File: src/rtl/pin_event_pkg.sv
// Shared types and register map for the pin conditioner and interrupt detector.
// Assumes word addressing; configuration words start at CFG_BASE.
package pin_event_pkg;

    typedef enum logic [1:0] {
        SYNC_BYPASS   = 2'd0,
        SYNC_FALL     = 2'd1,
        SYNC_RISE     = 2'd2,
        SYNC_RISE_ALT = 2'd3
    } sync_mode_e;

    typedef enum logic [2:0] {
        TRIG_OFF   = 3'd0,
        TRIG_RISE  = 3'd1,
        TRIG_FALL  = 3'd2,
        TRIG_ANY   = 3'd3,
        TRIG_LOW   = 3'd4,
        TRIG_HIGH  = 3'd5,
        TRIG_RSV6  = 3'd6,
        TRIG_RSV7  = 3'd7
    } trig_e;

    // Packed MSB first: wake_en[8], int_en[7], trig[6:4], stage2[3:2], stage1[1:0]
    typedef struct packed {
        logic       wake_en;
        logic       int_en;
        trig_e      trig;
        sync_mode_e stage2;
        sync_mode_e stage1;
    } pin_cfg_t;

    localparam int CFG_W = $bits(pin_cfg_t);

    localparam int ADDR_IN       = 0;
    localparam int ADDR_STATUS   = 1;
    localparam int ADDR_STAT_SET = 2;
    localparam int ADDR_STAT_CLR = 3;
    localparam int ADDR_RAW      = 4;
    localparam int ADDR_CPU_INT  = 5;
    localparam int CFG_BASE      = 8;

    // Detection for one pin from its current and previous conditioned value
    function automatic logic trig_hit(input trig_e t, input logic cur, input logic prev);
        logic hit;
        case (t)
            TRIG_RISE: hit = cur & ~prev;
            TRIG_FALL: hit = ~cur & prev;
            TRIG_ANY:  hit = cur ^ prev;
            TRIG_LOW:  hit = ~cur;
            TRIG_HIGH: hit = cur;
            default:   hit = 1'b0;
        endcase
        return hit;
    endfunction

endpackage

File: src/rtl/pin_sync_stage.sv
// One synchronizer stage for one pin.
// Two flops run at all times, one on each clock edge, and the mode picks the
// flop or passes the input straight through. Assumes the mode is quasi-static.
module pin_sync_stage
    import pin_event_pkg::*;
(
    input  logic       clk,
    input  logic       rst_n,
    input  sync_mode_e mode,
    input  logic       d,
    output logic       q
);

    logic q_fall;
    logic q_rise;

    // Falling-edge sample of the stage input
    always_ff @(negedge clk) begin
        if (!rst_n) q_fall <= 1'b0;
        else        q_fall <= d;
    end

    // Rising-edge sample of the stage input
    always_ff @(posedge clk) begin
        if (!rst_n) q_rise <= 1'b0;
        else        q_rise <= d;
    end

    // Stage output selection by mode
    always_comb begin
        case (mode)
            SYNC_BYPASS: q = d;
            SYNC_FALL:   q = q_fall;
            default:     q = q_rise;
        endcase
    end


    rise_sample_chk: assert property (@(posedge clk) disable iff (!rst_n)
        ($past(rst_n) && mode[1]) |-> (q == $past(d)));


    fall_sample_chk: assert property (@(negedge clk) disable iff (!rst_n)
        ($past(rst_n) && mode == SYNC_FALL) |-> (q == $past(d)));

endmodule

File: src/rtl/pin_detector.sv
// Trigger detection and sticky status bit for one pin.
// Assumes at most one of sw_wr, sw_set and sw_clr is high per cycle.
// A detection overrides any software action on the same edge.
module pin_detector
    import pin_event_pkg::*;
(
    input  logic  clk,
    input  logic  rst_n,
    input  trig_e trig,
    input  logic  cur,
    input  logic  sw_wr,
    input  logic  sw_wr_val,
    input  logic  sw_set,
    input  logic  sw_clr,
    output logic  raw,
    output logic  stat
);

    logic prev;
    logic stat_next;

    // Previous-cycle copy of the conditioned value for edge detection
    always_ff @(posedge clk) begin
        if (!rst_n) prev <= 1'b0;
        else        prev <= cur;
    end

    // Live detection for the configured trigger
    always_comb raw = trig_hit(trig, cur, prev);

    // Status next-state: software action first, detection last so it wins
    always_comb begin
        stat_next = stat;
        if (sw_wr)  stat_next = sw_wr_val;
        if (sw_set) stat_next = 1'b1;
        if (sw_clr) stat_next = 1'b0;
        if (raw)    stat_next = 1'b1;
    end

    // Sticky status register
    always_ff @(posedge clk) begin
        if (!rst_n) stat <= 1'b0;
        else        stat <= stat_next;
    end


    event_wins_chk: assert property (@(posedge clk) disable iff (!rst_n)
        raw |=> stat);


    sw_clear_chk: assert property (@(posedge clk) disable iff (!rst_n)
        (sw_clr && !raw) |=> !stat);


    sw_set_chk: assert property (@(posedge clk) disable iff (!rst_n)
        sw_set |=> stat);


    reserved_quiet_chk: assert property (@(posedge clk) disable iff (!rst_n)
        (trig == TRIG_OFF || trig == TRIG_RSV6 || trig == TRIG_RSV7) |-> !raw);


    level_hold_chk: assert property (@(posedge clk) disable iff (!rst_n)
        ((trig == TRIG_HIGH && cur) || (trig == TRIG_LOW && !cur)) |-> raw);

endmodule

File: src/rtl/pin_event_regs.sv
// Register decode, per-pin configuration storage and read multiplexer.
// Assumes single-cycle writes and combinational reads on a word address.
module pin_event_regs
    import pin_event_pkg::*;
#(
    parameter int NPINS  = 8,
    parameter int ADDR_W = 5,
    parameter int DATA_W = 32
) (
    input  logic                    clk,
    input  logic                    rst_n,
    input  logic                    wr_en,
    input  logic [ADDR_W-1:0]       addr,
    input  logic [DATA_W-1:0]       wdata,
    input  logic [NPINS-1:0]        in_val,
    input  logic [NPINS-1:0]        status,
    input  logic [NPINS-1:0]        raw,
    input  logic [NPINS-1:0]        cpu_int,
    output logic [NPINS*CFG_W-1:0]  cfg_flat,
    output logic                    stat_wr,
    output logic                    stat_set,
    output logic                    stat_clr,
    output logic [DATA_W-1:0]       rdata
);

    localparam logic [ADDR_W-1:0] A_IN   = ADDR_W'(ADDR_IN);
    localparam logic [ADDR_W-1:0] A_STAT = ADDR_W'(ADDR_STATUS);
    localparam logic [ADDR_W-1:0] A_SET  = ADDR_W'(ADDR_STAT_SET);
    localparam logic [ADDR_W-1:0] A_CLR  = ADDR_W'(ADDR_STAT_CLR);
    localparam logic [ADDR_W-1:0] A_RAW  = ADDR_W'(ADDR_RAW);
    localparam logic [ADDR_W-1:0] A_CPU  = ADDR_W'(ADDR_CPU_INT);

    logic unused_wdata_hi;
    assign unused_wdata_hi = ^wdata;

    // Status write strobes decoded from the address
    always_comb begin
        stat_wr  = wr_en && (addr == A_STAT);
        stat_set = wr_en && (addr == A_SET);
        stat_clr = wr_en && (addr == A_CLR);
    end

    // One configuration word per pin
    for (genvar i = 0; i < NPINS; i++) begin : g_cfg
        localparam logic [ADDR_W-1:0] A_CFG = ADDR_W'(CFG_BASE + i);
        pin_cfg_t cfg_q;

        // Configuration word storage
        always_ff @(posedge clk) begin
            if (!rst_n)                       cfg_q <= '0;
            else if (wr_en && addr == A_CFG)  cfg_q <= pin_cfg_t'(wdata[CFG_W-1:0]);
        end

        assign cfg_flat[i*CFG_W +: CFG_W] = cfg_q;
    end

    // Read multiplexer
    always_comb begin
        rdata = '0;
        case (addr)
            A_IN:    rdata = DATA_W'(in_val);
            A_STAT:  rdata = DATA_W'(status);
            A_RAW:   rdata = DATA_W'(raw);
            A_CPU:   rdata = DATA_W'(cpu_int);
            default: begin
                for (int i = 0; i < NPINS; i++) begin
                    if (addr == ADDR_W'(CFG_BASE + i))
                        rdata = DATA_W'(cfg_flat[i*CFG_W +: CFG_W]);
                end
            end
        endcase
    end

endmodule

File: src/rtl/pin_event_unit.sv
// Top of the pin conditioner and interrupt detector.
// Each pin runs through two synchronizer stages into a detector. Status is
// gated into CPU interrupts, and live detections are gated into a wake request.
// Assumes NPINS <= DATA_W and CFG_BASE + NPINS fits in ADDR_W bits.
module pin_event_unit
    import pin_event_pkg::*;
#(
    parameter int NPINS  = 8,
    parameter int ADDR_W = 5,
    parameter int DATA_W = 32
) (
    input  logic              clk,
    input  logic              rst_n,
    input  logic [NPINS-1:0]  pins_in,
    input  logic              reg_wr,
    input  logic [ADDR_W-1:0] reg_addr,
    input  logic [DATA_W-1:0] reg_wdata,
    output logic [DATA_W-1:0] reg_rdata,
    output logic [NPINS-1:0]  raw_event,
    output logic [NPINS-1:0]  cpu_int,
    output logic              irq,
    output logic              wake_req
);

    logic [NPINS*CFG_W-1:0] cfg_flat;
    logic [NPINS-1:0]       sync_val;
    logic [NPINS-1:0]       status;
    logic [NPINS-1:0]       wake_hit;
    logic                   stat_wr;
    logic                   stat_set;
    logic                   stat_clr;

    pin_event_regs #(
        .NPINS  (NPINS),
        .ADDR_W (ADDR_W),
        .DATA_W (DATA_W)
    ) u_regs (
        .clk      (clk),
        .rst_n    (rst_n),
        .wr_en    (reg_wr),
        .addr     (reg_addr),
        .wdata    (reg_wdata),
        .in_val   (sync_val),
        .status   (status),
        .raw      (raw_event),
        .cpu_int  (cpu_int),
        .cfg_flat (cfg_flat),
        .stat_wr  (stat_wr),
        .stat_set (stat_set),
        .stat_clr (stat_clr),
        .rdata    (reg_rdata)
    );

    for (genvar i = 0; i < NPINS; i++) begin : g_pin
        pin_cfg_t pcfg;
        logic     mid;

        assign pcfg = pin_cfg_t'(cfg_flat[i*CFG_W +: CFG_W]);

        pin_sync_stage u_stage1 (
            .clk   (clk),
            .rst_n (rst_n),
            .mode  (pcfg.stage1),
            .d     (pins_in[i]),
            .q     (mid)
        );

        pin_sync_stage u_stage2 (
            .clk   (clk),
            .rst_n (rst_n),
            .mode  (pcfg.stage2),
            .d     (mid),
            .q     (sync_val[i])
        );

        pin_detector u_det (
            .clk       (clk),
            .rst_n     (rst_n),
            .trig      (pcfg.trig),
            .cur       (sync_val[i]),
            .sw_wr     (stat_wr),
            .sw_wr_val (reg_wdata[i]),
            .sw_set    (stat_set & reg_wdata[i]),
            .sw_clr    (stat_clr & reg_wdata[i]),
            .raw       (raw_event[i]),
            .stat      (status[i])
        );

        // Per-pin interrupt and wake gating
        always_comb begin
            cpu_int[i]  = status[i] & pcfg.int_en;
            wake_hit[i] = raw_event[i] & pcfg.wake_en;
        end
    end

    // Collapse per-pin vectors into single request lines
    always_comb begin
        irq      = |cpu_int;
        wake_req = |wake_hit;
    end


    irq_source_chk: assert property (@(posedge clk) disable iff (!rst_n)
        irq |-> (|status));


    wake_source_chk: assert property (@(posedge clk) disable iff (!rst_n)
        wake_req |-> (|raw_event));

endmodule

File: config.mk
export PLATFORM = sky130hd
export DESIGN_NAME = pin_event_unit
export DESIGN_NICKNAME = d
export VERILOG_FILES = /design/src/rtl/pin_event_pkg.sv /design/src/rtl/pin_sync_stage.sv /design/src/rtl/pin_detector.sv /design/src/rtl/pin_event_regs.sv /design/src/rtl/pin_event_unit.sv
export SDC_FILE = /design/constraint.sdc
export NUM_CORES = 1
export LEC_CHECK = 0
export ABC_AREA = 0
export BUFFER_PORTS_ARGS = -buffer_cell sky130_fd_sc_hd__buf_4
export CORE_MARGIN = 2
export CORE_UTILIZATION = 30
export DETAILED_ROUTE_END_ITERATION = 7
export GPL_ROUTABILITY_DRIVEN = 0
export PLACE_DENSITY = 0.51
export SLEW_MARGIN = 20
export SYNTH_ARGS = -nofsm -noshare
export SYNTH_HDL_FRONTEND = slang
export SYNTH_HIERARCHICAL = 1
export SYNTH_SLANG_ARGS = --single-unit
File: constraint.sdc
create_clock -name clk -period 5.15 [get_ports clk]
set_clock_uncertainty 0.05 [all_clocks]
set_input_delay 1.2875 -clock clk [delete_from_list [all_inputs] [get_ports clk]]
set_output_delay 1.2875 -clock clk [all_outputs]
set_load 0.02 [all_outputs]
**Word level (Yosys, flattened, before mapping)**

Cells that the tools add are included.

- Equal/unequal tests: 69
- Mux-type cells: 81
- Bitwise gates (word level): 72
- Reduce and logical (&&, ||, !) cells: 38

Operators by type and width:

| cell | count |
|---|---|
| $pmux W32 S4 | 1 |
| $mux W9 | 8 |
| $and A1 B1 Y1 | 48 |
| $eq A3 B2 Y1 const B | 16 |
| $eq A3 B3 Y1 const B | 16 |
| $mux W1 | 48 |
| $eq A5 B4 Y1 const B | 8 |
| $pmux W1 S5 | 8 |
| $eq A2 B1 Y1 const B | 16 |
| $logic_not A2 Y1 | 16 |
| $pmux W1 S2 | 16 |
| $reduce_bool A4 Y1 | 8 |
| $eq A3 B1 Y1 const B | 8 |
| $not A1 Y1 | 16 |
| $reduce_or A8 Y1 | 2 |
| $logic_and A1 B1 Y1 | 11 |
| $eq A5 B2 Y1 const B | 2 |
| $eq A5 B3 Y1 const B | 2 |
| $xor A1 B1 Y1 | 8 |
| $eq A5 B1 Y1 const B | 1 |
| $logic_not A5 Y1 | 1 |

- Register bits after elaboration: 120
- Bits of input ports: 48
- Output and inout bits: 50
- Word-level logic and storage cells: 348

**Longest topological paths before layout**

- Word-level depth: 10
- Gate-level depth with buffers: 13
- Mapped depth without buffers: 13

**Cells and area by module**

The synthesis kept the hierarchy.

By module, submodules not included:

| module | instances | cells an instance | area an instance (um^2) | seq. area each (um^2) |
|---|---|---|---|---|
| pin_event_regs | 1 | 468 | 4075.2 | 1441.4 |
| pin_detector | 8 | 18 | 170.2 | 40.0 |
| pin_sync_stage | 16 | 7 | 68.8 | 40.0 |
| pin_event_unit | 1 | 32 | 210.2 | 0.0 |

==> run metrics <==
TritonCTS Sinks 120; met1 Usage GRT ~25%; origin of the critical flop-to-flop path g_pin[7].u_stage1/q_fall$_DFF_N_; VDD IR max about 0.00018 V; grt met2 use a little over a quarter; DRT antenna net count 0; first-pass GRT wire length between 30000 and 40000 um; routed wire length ~20000 um; Hold WS ~430 ps; Area contributors post-synth dfxtp_1, mux2i_1, and2_1, nor2b_1, nand3_1; clk slew on worst S/H paths approximately 50 ps; drt via density about 5; I/O pin count just under 100; Port Buffers 51; post-route cell area 8340 um^2; CTS Root Cell clkbuf_16; Layout Nets slightly below 900; Core Area about 22000 um^2; crit end category primary output; drt wl/cell 18.4 um; H-tree Lvls 4; Buf+Inv Stages, Crit Path 3; reg2reg end g_pin[7].u_det/stat$_SDFFE_PN0P_; maximum fanout along the worst path 4; CTS tree yes; DP Area 7520 um^2; antenna cell count 0; synthesized instance count approximately 760; initial antenna violation count 1; layer with the highest usage met2; status finished, violations left; WHS Endpoint u_regs/cfg_flat[53]$_SDFFE_PN0P_; Residual DRC 0; synthesized area approximately 6700 um^2; worst-margin pin slew approximately 830 ps; final setup fails 17; vias in the first global route 5214; setup TNS -22510 ps; crit-path cells mux2i_1, o21ai_1, mux2i_1, o21ai_2, inv_1, ha_1, inv_1, mux2i_2, o22ai_4, mux4_2, a222oi_1, o311ai_2, buf_4; fillcell total ~2300; layout cell share with drive strength beyond 1 between 20% and 30%; R2R cell count 12; hold crit path type reg -> reg; initial core utilization between 30% and 40%; Worst EP required ~3800 ps; Slew Viols, Final 0; synthesized area per cell between 8 and 9 um^2; top-area cell type share of the netlist area 35.6%; HPWL Detailed ~14000 um; DIE HEIGHT 154 um; relative max-transition margin ~44%; worst skew pair latency 450 ps; post-synth cell types between 50 and 60; largest net degree at the start of global routing between 40 and 50; grt total ovfl 0; failing checks negative setup slack; Max stage delay on crit path approximately 460 ps; DR iter-0 viols between 300 and 400; PwrDens 286 nW/um^2; reg2reg setup slack ~300 ps; register area share after synthesis 35.6%; Synth area leader dfxtp_1; CTS Buf Count 17; Area growth syn-to-layout 23.5%; first-pass iteration count of the detailed router 5; Worst Hold Launch u_regs/cfg_flat[53]$_SDFFE_PN0P_; worst hold path depth 2; RSZ-0062 raised after global routing true; leakage between 3 and 4 nW; Slowest cell on crit path mux4_2; CP Class reg -> out; Synth Warn # 6; ys async rst share 0%; setup ws final -1750 ps; Global Route Usage Sum approximately 18%; Hold Vio Cnt, Final 0; die width around 150 um; Worst EP arrival between 5000 and 6000 ps; ys flop type dfxtp_1; die area between 20000 and 25000 um^2; cts hold-fix bufs 0; Setup crit start kind register; Yosys reg bits 120; grt met3 use about 4.2%; pre-CTS setup slack -1320 ps; Clock Path Buffers 2; CP delay by family, top compound AO/OA/AOI/OAI gates; Post-synth EDFFs 0; Row Count between 50 and 60; total number of vias approximately 5500; maxcap violations 0
## cell type report
cell class	instances	area (um^2)	share of cell area, %
Clock buffer	25	517	6.20
Clock inverter	22	113	1.35
Inverter	26	97.6	1.17
Multi-Input combinational cell	544	4130	49.5
Sequential cell	120	2400	28.9
Tap cell	280	350	4.20
Timing Repair Buffer	86	724	8.69
## cells by family after synthesis
logic type	Yosys count	share of synthesized area, %
simple gates	270	22.8
mux	84	13.3
other cells	1	0.0556
flops	120	35.6
buf+inv	114	8.83
fa+ha+maj	16	2.97
compound gates	151	16.5
## layer usage
| metal | part of all wire, % | routed length (um) | up-vias |
|---|---|---|---|
| met4 | 2.3 | 474 | 0 |
| met1 | 49 | 10000 | 2614 |
| li1 | - | - | 2684 |
| met2 | 44 | 8910 | 153 |
| met5 | 0 | 0 | - |
| met3 | 4.5 | 906 | 24 |
## worst max-delay path by stage
stage | start | end | slack [ps] | cells past startpoint
6_report | g_pin[6].u_stage1/q_fall$_DFF_N_ | reg_rdata[6] | -1750 | 13
5_1_grt | g_pin[6].u_stage1/q_fall$_DFF_N_ | reg_rdata[6] | -1920 | 13
4_1_cts | g_pin[6].u_stage1/q_fall$_DFF_N_ | reg_rdata[6] | -1780 | 12
3_5_place_dp | g_pin[6].u_stage1/q_fall$_DFF_N_ | reg_rdata[6] | -1320 | 12
3_3_place_gp | g_pin[6].u_stage1/q_fall$_DFF_N_ | reg_rdata[6] | -1280 | 13
2_1_floorplan | g_pin[6].u_stage1/q_fall$_DFF_N_ | reg_rdata[6] | -1170 | 11
## worst reg2reg max path: stages, from the launching register on
cell     delay, ps
dfxtp_1        280
mux2i_1        160
o21ai_2         90
mux2i_1        170
o21ai_2        150
buf_4          180
ha_4           140
mux2_4         270
a21oi_4        160
o22ai_4         90
buf_6          130
buf_6          110
o21a_1         170
## through the flow
stage | util, % | power [mW] | std cells
after floorplan | - | 1.18 | 778
after global placement | 34.3 | 1.24 | 1065
after detailed placement | 34.3 | 1.24 | 1065
after CTS | 37.5 | 2.41 | 1100
after global routing | 38.0 | 2.48 | 1103
final | 38.0 | 2.39 | 1103
## sequential cells by signal (all words and copies together) (netlist names)
| register | count |
|---|---|
| g_pin.u_det/stat | 8 |
| u_regs/cfg_flat | 72 |
| g_pin.u_det/prev | 8 |
| g_pin.u_stage2/q_rise | 8 |
| g_pin.u_stage1/q_fall | 8 |
| g_pin.u_stage2/q_fall | 8 |
| g_pin.u_stage1/q_rise | 8 |
## repair_timing
action                                  in CTS  in global routing
setup buffers                                4                  5
gates resized for setup                     26                 20
pin swaps                                   21                 19
endpoints found under the setup margin      17                 17
## report_power, final
group / internal, mW / switching (mW)
sequential: 0.954 / 0.0120
clock: 0.749 / 0.440
combinational: 0.0881 / 0.143
total: 1.79 / 0.595
## placed cells by master (no fill, tap or decap), drive strengths merged, types with 12 or more instances in the layout
cell type	Yosys	final
clkbuf	22	25
o22ai	15	15
nor3b	13	13
ha	16	16
nor2	20	20
a21boi	37	37
conb	1	23
inv	42	43
nand3	53	53
mux2i	74	74
dfxtp	120	120
a21oi	23	23
nand2	56	56
and2	51	51
nor2b	47	47
a22oi	12	12
buf	50	86
o21ai	27	27
## Yosys cell counts, types with 3 or more instances
master / count
nand2b_2: 8
ha_1: 16
buf_6: 6
o2111a_1: 7
mux2_4: 8
buf_4: 28
nand4_1: 3
o22ai_1: 7
nor2b_1: 47
nand3_1: 53
nor3_1: 3
nand3b_1: 3
nor2_1: 19
a22oi_1: 11
and2_1: 50
o211ai_1: 6
o21a_1: 8
a21oi_1: 15
or4_1: 3
a21oi_2: 8
a211oi_1: 8
o21ai_0: 11
a21boi_0: 15
a21boi_1: 22
mux2i_1: 74
dfxtp_1: 120
clkbuf_1: 21
nand2_1: 55
nor3b_1: 11
inv_1: 42
o21ai_1: 16
o22ai_2: 8
buf_2: 13
buf_1: 3
(Power assumes the default switching activity.)
